--- src/rtl/sem_pkg.sv ---
package sem_pkg;
  typedef enum logic [1:0] {
    HOLD_NONE  = 2'b00,
    HOLD_LEFT  = 2'b01,
    HOLD_RIGHT = 2'b10
  } holder_e;
endpackage

--- src/rtl/sem_port_decode.sv ---
module sem_port_decode #(
  parameter int NUM_SEM = 8,
  parameter int ADDR_W  = 16,
  parameter int DATA_W  = 16,
  localparam int SEL_W  = $clog2(NUM_SEM)
) (
  input  logic               sem_n,
  input  logic               ce_n,
  input  logic               rw,
  input  logic               oe_n,
  input  logic [ADDR_W-1:0]  addr,
  input  logic [DATA_W-1:0]  din,
  output logic [NUM_SEM-1:0] req_vec,
  output logic [NUM_SEM-1:0] rel_vec,
  output logic               rd_en,
  output logic [SEL_W-1:0]   rd_idx
);
  logic             acc;
  logic             wr;
  logic [SEL_W-1:0] idx;
  logic             unused_bits;

  assign acc   = ~sem_n & ce_n;
  assign wr    = acc & ~rw;
  assign idx   = addr[SEL_W-1:0];
  assign rd_en = acc & rw & ~oe_n;
  assign rd_idx = idx;
  assign unused_bits = ^{addr[ADDR_W-1:SEL_W], din[DATA_W-1:1]};

  for (genvar g = 0; g < NUM_SEM; g++) begin : g_dec
    assign req_vec[g] = wr & (idx == SEL_W'(g)) & ~din[0];
    assign rel_vec[g] = wr & (idx == SEL_W'(g)) &  din[0];
  end
endmodule

--- src/rtl/sem_cell.sv ---
module sem_cell
  import sem_pkg::*;
(
  input  logic clk,
  input  logic rst_n,
  input  logic l_req,
  input  logic l_rel,
  input  logic r_req,
  input  logic r_rel,
  output logic l_view,
  output logic r_view
);
  holder_e holder_q, holder_d;
  logic    wait_l_q, wait_l_d;
  logic    wait_r_q, wait_r_d;
  logic    wait_l_eff, wait_r_eff;

  assign wait_l_eff = (wait_l_q & ~l_rel) | l_req;
  assign wait_r_eff = (wait_r_q & ~r_rel) | r_req;

  always_comb begin
    holder_d = holder_q;
    wait_l_d = 1'b0;
    wait_r_d = 1'b0;
    case (holder_q)
      HOLD_NONE: begin
        if (l_req) begin
          holder_d = HOLD_LEFT;
          wait_r_d = r_req;
        end else if (r_req) begin
          holder_d = HOLD_RIGHT;
        end
      end
      HOLD_LEFT: begin
        if (l_rel) holder_d = wait_r_eff ? HOLD_RIGHT : HOLD_NONE;
        else       wait_r_d = wait_r_eff;
      end
      HOLD_RIGHT: begin
        if (r_rel) holder_d = wait_l_eff ? HOLD_LEFT : HOLD_NONE;
        else       wait_l_d = wait_l_eff;
      end
      default: holder_d = HOLD_NONE;
    endcase
  end

  always_ff @(posedge clk or negedge rst_n) begin
    if (!rst_n) begin
      holder_q <= HOLD_NONE;
      wait_l_q <= 1'b0;
      wait_r_q <= 1'b0;
    end else begin
      holder_q <= holder_d;
      wait_l_q <= wait_l_d;
      wait_r_q <= wait_r_d;
    end
  end

  assign l_view = (holder_q != HOLD_LEFT);
  assign r_view = (holder_q != HOLD_RIGHT);

  p_hold_left_r6: assert property (@(posedge clk) disable iff (!rst_n)
    (holder_q == HOLD_LEFT && !l_rel) |=> holder_q == HOLD_LEFT);
  p_hold_right_r6: assert property (@(posedge clk) disable iff (!rst_n)
    (holder_q == HOLD_RIGHT && !r_rel) |=> holder_q == HOLD_RIGHT);
  p_handover_r7: assert property (@(posedge clk) disable iff (!rst_n)
    (holder_q == HOLD_LEFT && l_rel && ((wait_r_q && !r_rel) || r_req))
      |=> holder_q == HOLD_RIGHT);
  p_tie_left_r9: assert property (@(posedge clk) disable iff (!rst_n)
    (holder_q == HOLD_NONE && l_req && r_req)
      |=> (holder_q == HOLD_LEFT && wait_r_q));
  p_cancel_r10: assert property (@(posedge clk) disable iff (!rst_n)
    (holder_q == HOLD_LEFT && r_rel && !l_rel)
      |=> (holder_q == HOLD_LEFT && !wait_r_q));
endmodule

--- src/rtl/sem_rd_reg.sv ---
module sem_rd_reg #(
  parameter int NUM_SEM = 8,
  parameter int DATA_W  = 16,
  localparam int SEL_W  = $clog2(NUM_SEM)
) (
  input  logic               clk,
  input  logic               rst_n,
  input  logic               rd_en,
  input  logic [SEL_W-1:0]   rd_idx,
  input  logic [NUM_SEM-1:0] views,
  output logic [DATA_W-1:0]  dout
);
  logic bit_q, bit_d;

  always_comb begin
    bit_d = bit_q;
    if (rd_en) bit_d = views[rd_idx];
  end

  always_ff @(posedge clk or negedge rst_n) begin
    if (!rst_n) bit_q <= 1'b1;
    else        bit_q <= bit_d;
  end

  assign dout = {DATA_W{bit_q}};

  p_frozen_r8: assert property (@(posedge clk) disable iff (!rst_n)
    !rd_en |=> $stable(bit_q));
  p_load_r8: assert property (@(posedge clk) disable iff (!rst_n)
    rd_en |=> bit_q == $past(views[rd_idx]));
endmodule

--- src/rtl/sem_bank_2p.sv ---
module sem_bank_2p #(
  parameter int NUM_SEM = 8,
  parameter int ADDR_W  = 16,
  parameter int DATA_W  = 16,
  localparam int SEL_W  = $clog2(NUM_SEM)
) (
  input  logic              clk,
  input  logic              rst_n,
  input  logic              l_sem_n,
  input  logic              l_ce_n,
  input  logic              l_rw,
  input  logic              l_oe_n,
  input  logic [ADDR_W-1:0] l_addr,
  input  logic [DATA_W-1:0] l_din,
  output logic [DATA_W-1:0] l_dout,
  input  logic              r_sem_n,
  input  logic              r_ce_n,
  input  logic              r_rw,
  input  logic              r_oe_n,
  input  logic [ADDR_W-1:0] r_addr,
  input  logic [DATA_W-1:0] r_din,
  output logic [DATA_W-1:0] r_dout
);
  logic [1:0]         rst_sync_q;
  logic               rst_int_n;
  logic [NUM_SEM-1:0] l_req, l_rel, r_req, r_rel;
  logic [NUM_SEM-1:0] l_views, r_views;
  logic               l_rd_en, r_rd_en;
  logic [SEL_W-1:0]   l_rd_idx, r_rd_idx;

  always_ff @(posedge clk or negedge rst_n) begin
    if (!rst_n) rst_sync_q <= 2'b00;
    else        rst_sync_q <= {rst_sync_q[0], 1'b1};
  end
  assign rst_int_n = rst_sync_q[1];

  sem_port_decode #(.NUM_SEM(NUM_SEM), .ADDR_W(ADDR_W), .DATA_W(DATA_W)) u_dec_l (
    .sem_n(l_sem_n), .ce_n(l_ce_n), .rw(l_rw), .oe_n(l_oe_n),
    .addr(l_addr), .din(l_din),
    .req_vec(l_req), .rel_vec(l_rel), .rd_en(l_rd_en), .rd_idx(l_rd_idx));

  sem_port_decode #(.NUM_SEM(NUM_SEM), .ADDR_W(ADDR_W), .DATA_W(DATA_W)) u_dec_r (
    .sem_n(r_sem_n), .ce_n(r_ce_n), .rw(r_rw), .oe_n(r_oe_n),
    .addr(r_addr), .din(r_din),
    .req_vec(r_req), .rel_vec(r_rel), .rd_en(r_rd_en), .rd_idx(r_rd_idx));

  for (genvar g = 0; g < NUM_SEM; g++) begin : g_cell
    sem_cell u_cell (
      .clk(clk), .rst_n(rst_int_n),
      .l_req(l_req[g]), .l_rel(l_rel[g]),
      .r_req(r_req[g]), .r_rel(r_rel[g]),
      .l_view(l_views[g]), .r_view(r_views[g]));
  end

  sem_rd_reg #(.NUM_SEM(NUM_SEM), .DATA_W(DATA_W)) u_rd_l (
    .clk(clk), .rst_n(rst_int_n), .rd_en(l_rd_en), .rd_idx(l_rd_idx),
    .views(l_views), .dout(l_dout));

  sem_rd_reg #(.NUM_SEM(NUM_SEM), .DATA_W(DATA_W)) u_rd_r (
    .clk(clk), .rst_n(rst_int_n), .rd_en(r_rd_en), .rd_idx(r_rd_idx),
    .views(r_views), .dout(r_dout));
endmodule

--- config.mk ---
export PLATFORM = sky130hd
export DESIGN_NAME = sem_bank_2p
export DESIGN_NICKNAME = d
export VERILOG_FILES = /design/src/rtl/sem_pkg.sv /design/src/rtl/sem_port_decode.sv /design/src/rtl/sem_cell.sv /design/src/rtl/sem_rd_reg.sv /design/src/rtl/sem_bank_2p.sv
export SDC_FILE = /design/constraint.sdc
export NUM_CORES = 1
export LEC_CHECK = 0
export BUFFER_PORTS_ARGS = -buffer_cell sky130_fd_sc_hd__buf_2
export CORE_MARGIN = 8
export CORE_UTILIZATION = 54
export CTS_BUF_LIST = sky130_fd_sc_hd__clkbuf_4
export CTS_CLUSTER_DIAMETER = 30
export DETAILED_ROUTE_END_ITERATION = 10
export GPL_ROUTABILITY_DRIVEN = 0
export GPL_TIMING_DRIVEN = 0
export PLACE_DENSITY_LB_ADDON = 0.1
export SLEW_MARGIN = 30
export SYNTH_ARGS = -nofsm -noshare
export SYNTH_HDL_FRONTEND = slang
export SYNTH_SLANG_ARGS = --single-unit
--- constraint.sdc ---
create_clock -name clk -period 3.3 [get_ports clk]
set_input_delay 0.33 -clock clk [delete_from_list [all_inputs] [get_ports clk]]
set_output_delay 0.33 -clock clk [all_outputs]
set_load 0.02 [all_outputs]
# After elaboration in Yosys (flattened, before gate mapping)
# Index checks and enable logic that the tools add are counted.
dict set report totals {
  ff_bits 36
  latch_bits 0
  ram_bits 0
  mem_bits_ro 0
  input_bits 74
  output_inout_bits 32
  elab_cells 329
  mem_count 0
}
dict set report op_classes {
  add_sub_neg 0
  multipliers 0
  div 0
  order_cmp 2
  n_eq_ne 70
  shifts 0
  mux 100
  bitwise_logic 112
  n_reduce_logical 18
}
# operator count
set op_table {}
lappend op_table {{2-bit two-way mux} 40}
lappend op_table {{1-bit AND} 72}
lappend op_table {{2-bit by 1-bit != test with 1-bit output, second input constant} 24}
lappend op_table {{2-bit one-hot mux with 3 select lines} 8}
lappend op_table {{1-bit two-way mux} 42}
lappend op_table {{3-bit equality test, second input constant} 8}
lappend op_table {{3-bit by 1-bit != test with 1-bit output, second input constant} 8}
lappend op_table {{1-bit NOT} 24}
lappend op_table {{3-bit AND reduction} 8}
lappend op_table {{2-bit by 1-bit equality test with 1-bit output, second input constant} 8}
lappend op_table {{2-bit equality test, second input constant} 8}
lappend op_table {{2-bit logical NOT} 8}
lappend op_table {{2-bit != test, second input constant} 8}
lappend op_table {{1-bit OR} 16}
lappend op_table {{1-bit one-hot mux with 2 select lines} 8}
lappend op_table {{3-bit by 2-bit equality test with 1-bit output, second input constant} 4}
lappend op_table {{3-bit by 4-bit less-than comparator with 1-bit output, second input constant} 2}
lappend op_table {{1-bit binary-select mux with 3-bit select} 2}
lappend op_table {{3-bit by 1-bit equality test with 1-bit output, second input constant} 2}
lappend op_table {{3-bit logical NOT} 2}

# Depth between registers and ports, before layout
dict set report depth {
  depth_word 11
  mapped_depth 7
  ltp_nobuf 5
}

# Cells and area by module
# A second synthesis with hierarchy kept.
dict set report hier_totals {
  hier_cells 293
  hier_area_um2 2718.9
}
# module instances cells_each area_per_inst_um2 seq_area_each_um2
set modules_own_cells {}
lappend modules_own_cells {sem_cell 8 22 222.7 100.1}
lappend modules_own_cells {sem_rd_reg 2 25 227.7 26.3}
lappend modules_own_cells {sem_port_decode 2 32 214.0 0.0}
lappend modules_own_cells {sem_bank_2p 1 3 53.8 50.0}

# Worst setup path before layout
# OpenSTA, ideal clock, no wires.
dict set report synth_path {
  path_type {input-to-reg}
  startpoint {in r_din[0]}
  endpoint {reg g_cell[3].u_cell.wait_r_q}
  setup_ps 79
  arrival_time_ps 1634
  required_ps 3221
  slack_ps 1586
  path_stages 5
  path_buffers 1
  path_cell_list {buf_2 -> or4_4 -> or2_1 -> nor4_1 -> a2bb2oi_1}
}
dict set report synth_between {
  elab_chain_len 6
  elab_cells_between_ends 9
  classes_between {3 x mux; 6 x bitwise}
}
# element line_no
set synth_lines {}
lappend synth_lines {{start, declared} sem_bank_2p.sv:21} ;# input logic [DATA_W-1:0] r_din,
lappend synth_lines {{1-bit AND} sem_port_decode.sv:32} ;# assign rel_vec[g] = wr & (idx == SEL_W'(g)) & din[0];
lappend synth_lines {{1-bit NOT} sem_cell.sv:19} ;# assign wait_r_eff = (wait_r_q & ~r_rel) | r_req;
lappend synth_lines {{1-bit AND} sem_cell.sv:19}
lappend synth_lines {{1-bit OR} sem_cell.sv:19}
lappend synth_lines {{1-bit two-way mux} sem_cell.sv:35} ;# if (l_rel) holder_d = wait_r_eff ? HOLD_RIGHT : HOLD_NONE;
lappend synth_lines {{1-bit one-hot mux with 2 select lines *} sem_cell.sv:25} ;# case (holder_q)
lappend synth_lines {{via g_cell[3].u_cell.wait_r_d} sem_cell.sv:15} ;# logic wait_r_q, wait_r_d;
lappend synth_lines {{end signal, assigned} sem_cell.sv:54} ;# wait_r_q <= wait_r_d;
lappend synth_lines {{end, declared} sem_cell.sv:15}
# The timed path passes the listed nets; every way through them passes the cells marked *.
# A chain may end at the register's enable or synchronous reset.

# Worst setup path in the final report
dict set report layout_path {
  startpoint {reg g_cell[3].u_cell.holder_q[0]}
  endpoint {reg u_rd_r.bit_q}
}
dict set report layout_between {
  elab_chain_len 3
}
# element line_no
set layout_lines {}
lappend layout_lines {{start, declared} sem_cell.sv:13} ;# holder_e holder_q, holder_d;
lappend layout_lines {{start signal, assigned} sem_cell.sv:52} ;# holder_q <= holder_d;
lappend layout_lines {{2-bit != test} sem_cell.sv:59} ;# assign r_view = (holder_q != HOLD_RIGHT);
lappend layout_lines {{1-bit binary-select mux with 3-bit select} sem_rd_reg.sv:17} ;# if (rd_en) bit_d = views[rd_idx];
lappend layout_lines {{1-bit two-way mux (not written as such)} sem_rd_reg.sv:17}
lappend layout_lines {{end signal, assigned} sem_rd_reg.sv:22} ;# else bit_q <= bit_d;
lappend layout_lines {{end, declared} sem_rd_reg.sv:13} ;# logic bit_q, bit_d;
# Every way passes these cells. The select of a mux whose other input is x is not followed.

==> impl_results.md <==
- Clock share of power: between 10% and 20%
- Hold WC Path Type: reg2async
- Worst Hold Slack: about 210 ps
- Proportion of layout cells with a drive suffix above 1: between 20% and 30%
- # DRC: 0
- Multi-input combinational cell area: about 0.0014 mm²
- Yosys warning count: 0
- Max-slew headroom: slightly above 60%
- GR Overflow Total: 0
- Max Root-Sink Buffers: 2
- Worst vdd ir: between 0.3 and 0.4 mV
- Max H-tree Level: 2
- Internal power: 893 µW
- Final std cells w/o fill: ~400
- Critical path data arrival time: slightly above 2000 ps
- Post-CTS setup buffers: 0
- # diodes: 0
- Number of synthesized flops with an enable pin: 0
- Data required, critical path: approximately 3600 ps
- Clock Pin Slew Worst Setup and Hold Paths: 120 ps
- Status: completed
- Crit path kind: reg2reg
- Tot GR Track Use: between 10% and 20%
- First-pass GRT wire length: between 10000 and 15000 µm
- Root Buffer: clkbuf_4
- Core Region: around 0.0047 mm²
- Final worst-path cycle share: between 50% and 60%
- Wire length per cell: approximately 16 µm
- Util after Layout: 64.1%
- Final Max Slew Viols: 0
- Switching share of power: 38.8%
- PD cells: slightly below 500 mW/mm²
- Post-synth top flop: dfrtp_1
- CTS buffer count: 5
- Syn nets: 375
- Boundary Pins: 106
- Dpl cells: ~400
- DP HPWL: 5120 µm
- Setup Skew: 9.20 ps
- Final setup viols: 0
- Post-synth ARST share: 100%
- Worst-margin pin slew: 590 ps
- I/O Buffers: 47
- Drt first pass iters: 6
- Area occupied by registers: roughly 900 µm²
- Power share of the combinational group: 42.1%
- Chip width: 85.2 µm
- Fmax: between 500 and 600 MHz
- Crit-path max FO: 10
- Layout fillers: approximately 420
- Largest net degree at the start of global routing: 20
- Clk_lat worst skew: 350 ps
- Placed cell areas: just under 0.003 mm²
- Cell Rows: 25
- CP Capture Type: register
- Flop pwr share: 40.4%
- RSZ-0062 raised after global routing: no
- NetSw: around 570 µW
- Finished Cell Area: approximately 0.003 mm²
- ANT nets after route: 0
- Vias per inst: ~6
- Post-layout minimum cycle time: 1750 ps
- Drt total wl: 6600 µm
- Commonest cells after routing, fill and taps aside: buf_2, dfrtp_1, buf_4, nor2_1
- Final hold vios: 0
- Yosys cell types: 59
- Seq cells post-synth: 36
- Final net count: between 400 and 500
- Setup_tns: 0 ps
- Syn Area/Cell: 8.60 µm²
- Cell area after synthesis: approximately 0.0026 mm²
- Initial antenna violation count: 0
- Clock Sinks: 36
- Die area: about 0.0073 mm²
- Most common cell after layout, fill and taps aside: buf_2
- Sequential element share of the synthesized area: roughly a third
- Static Leak: roughly 1.3 nW
- Number of global-route vias before repair: between 2000 and 2500
- Initial Utilization: ~56%
- Layout area overhead: 15.4%
- Max Cap Viol: 0
- Die H: between 80 and 90 µm
- Vias: roughly 2400
- Post-Synthesis Cells: approximately 300
- DR iter-0 viols: approximately 120
- CTS tree: built
- CP startpoint kind: register
layer usage:
metal,global-route usage (%),share of wire (%)
met1,22.5,43
met2,30.8,48
met3,5.21,7.3
met4,6.47,1.7
met5,0,0
per-stage QoR:
step                power, mW  setup slack [ps]
floorplan                1.04              1590
global placement         1.19              1310
detailed placement       1.21              1280
CTS                      1.47              1570
global route             1.55              1460
finish                   1.46              1550
worst max-delay path: stages (launching register included):
cell	delay [ps]
dfrtp_1	380
clkbuf_1	200
nand2b_1	240
mux4_1	550
nand2_1	90
o211ai_1	100
o21a_1	130
what timing repair did:
| item | 4_1_cts | 5_1_grt |
|---|---|---|
| resized for setup | 0 | 0 |
| hold buffers | 1 | 0 |
| endpoints found under the hold margin | 2 | 0 |
synthesized netlist by cell type (2+ instances only):
cell      number  area, µm²
a211o_1        3       26.3
a21boi_0       4       30.0
a21o_1         2       15.0
a21oi_1       14       70.1
a221oi_1       2       17.5
a22oi_1        2       15.0
a31oi_1       10       62.6
a32oi_1        3       26.3
and2_1         3       18.8
and3_1         2       12.5
and4bb_2       2       25.0
buf_2          2       10.0
buf_4         32        240
clkbuf_1      10       37.5
dfrtp_1       34        851
dfstp_2        2       52.6
inv_1          5       18.8
mux4_1         2       52.6
mux4_2         2       45.0
nand2_1       18       67.6
nand2b_1      15       93.8
nand3_1        8       40.0
nor2_1        29        109
nor2b_1       15       93.8
nor3_1        11       55.1
nor3b_1        2       15.0
nor4_1         2       12.5
nor4b_1        2       17.5
o211ai_1       3       22.5
o21a_1         5       37.5
o21ai_0       18       90.1
o22ai_1        3       18.8
o31ai_1        6       45.0
or3_1          3       18.8
registers in the layout (all words and copies together), names as in the netlist:
signal                  cells
u_rd_r.bit_q                1
rst_sync_q                  2
g_cell.u_cell.wait_r_q      8
u_rd_l.bit_q                1
g_cell.u_cell.holder_q     16
g_cell.u_cell.wait_l_q      8
final cells by class:
cell class,count,area share (%)
well taps,54,2.26
repair buffers,49,9.13
inverters,5,0.628
clock buffers,7,1.76
plain buffers,44,9.64
multi-input cells,216,46.1
clock inverters,1,0.168
flip-flops and latches,36,30.3
power groups by stage:
stage | Sequential (mW) | Clock, mW | Combinational [mW]
after floorplan | 0.578 | 0 | 0.458
after global placement | 0.599 | 0 | 0.596
after detailed placement | 0.598 | 0 | 0.617
after CTS | 0.589 | 0.259 | 0.618
after global routing | 0.608 | 0.274 | 0.666
final | 0.590 | 0.254 | 0.615
path summary, 6_finish.rpt:
path                                                     end  cells past startpoint                         start  slack, ps
worst max-delay path                            u_rd_r.bit_q                      6  g_cell[3].u_cell.holder_q[0]       1550
worst min-delay path            g_cell[2].u_cell.holder_q[0]                      0                 rst_sync_q[1]        210
worst max register to register                  u_rd_r.bit_q                      6  g_cell[3].u_cell.holder_q[0]       1550
worst min register to register  g_cell[2].u_cell.holder_q[0]                      0                 rst_sync_q[1]        210
max in group asynchronous                       u_rd_r.bit_q                      1                 rst_sync_q[1]       2570
min in group clk                                u_rd_r.bit_q                      3                        r_oe_n        270
cell families (layout without fill, tap and decap cells):
logic type,count (synthesis),after routing,share of synthesized area (%)
AOI/OAI and AO/OA,87,87,22.4
other,1,1,0.145
muxes,4,4,3.77
and+or+nand+nor,122,122,26.2
xor gates and xnor gates,2,2,0.677
DFF,36,36,34.9
buffers and inverters,49,106,11.8
(Power assumes the default switching activity.)
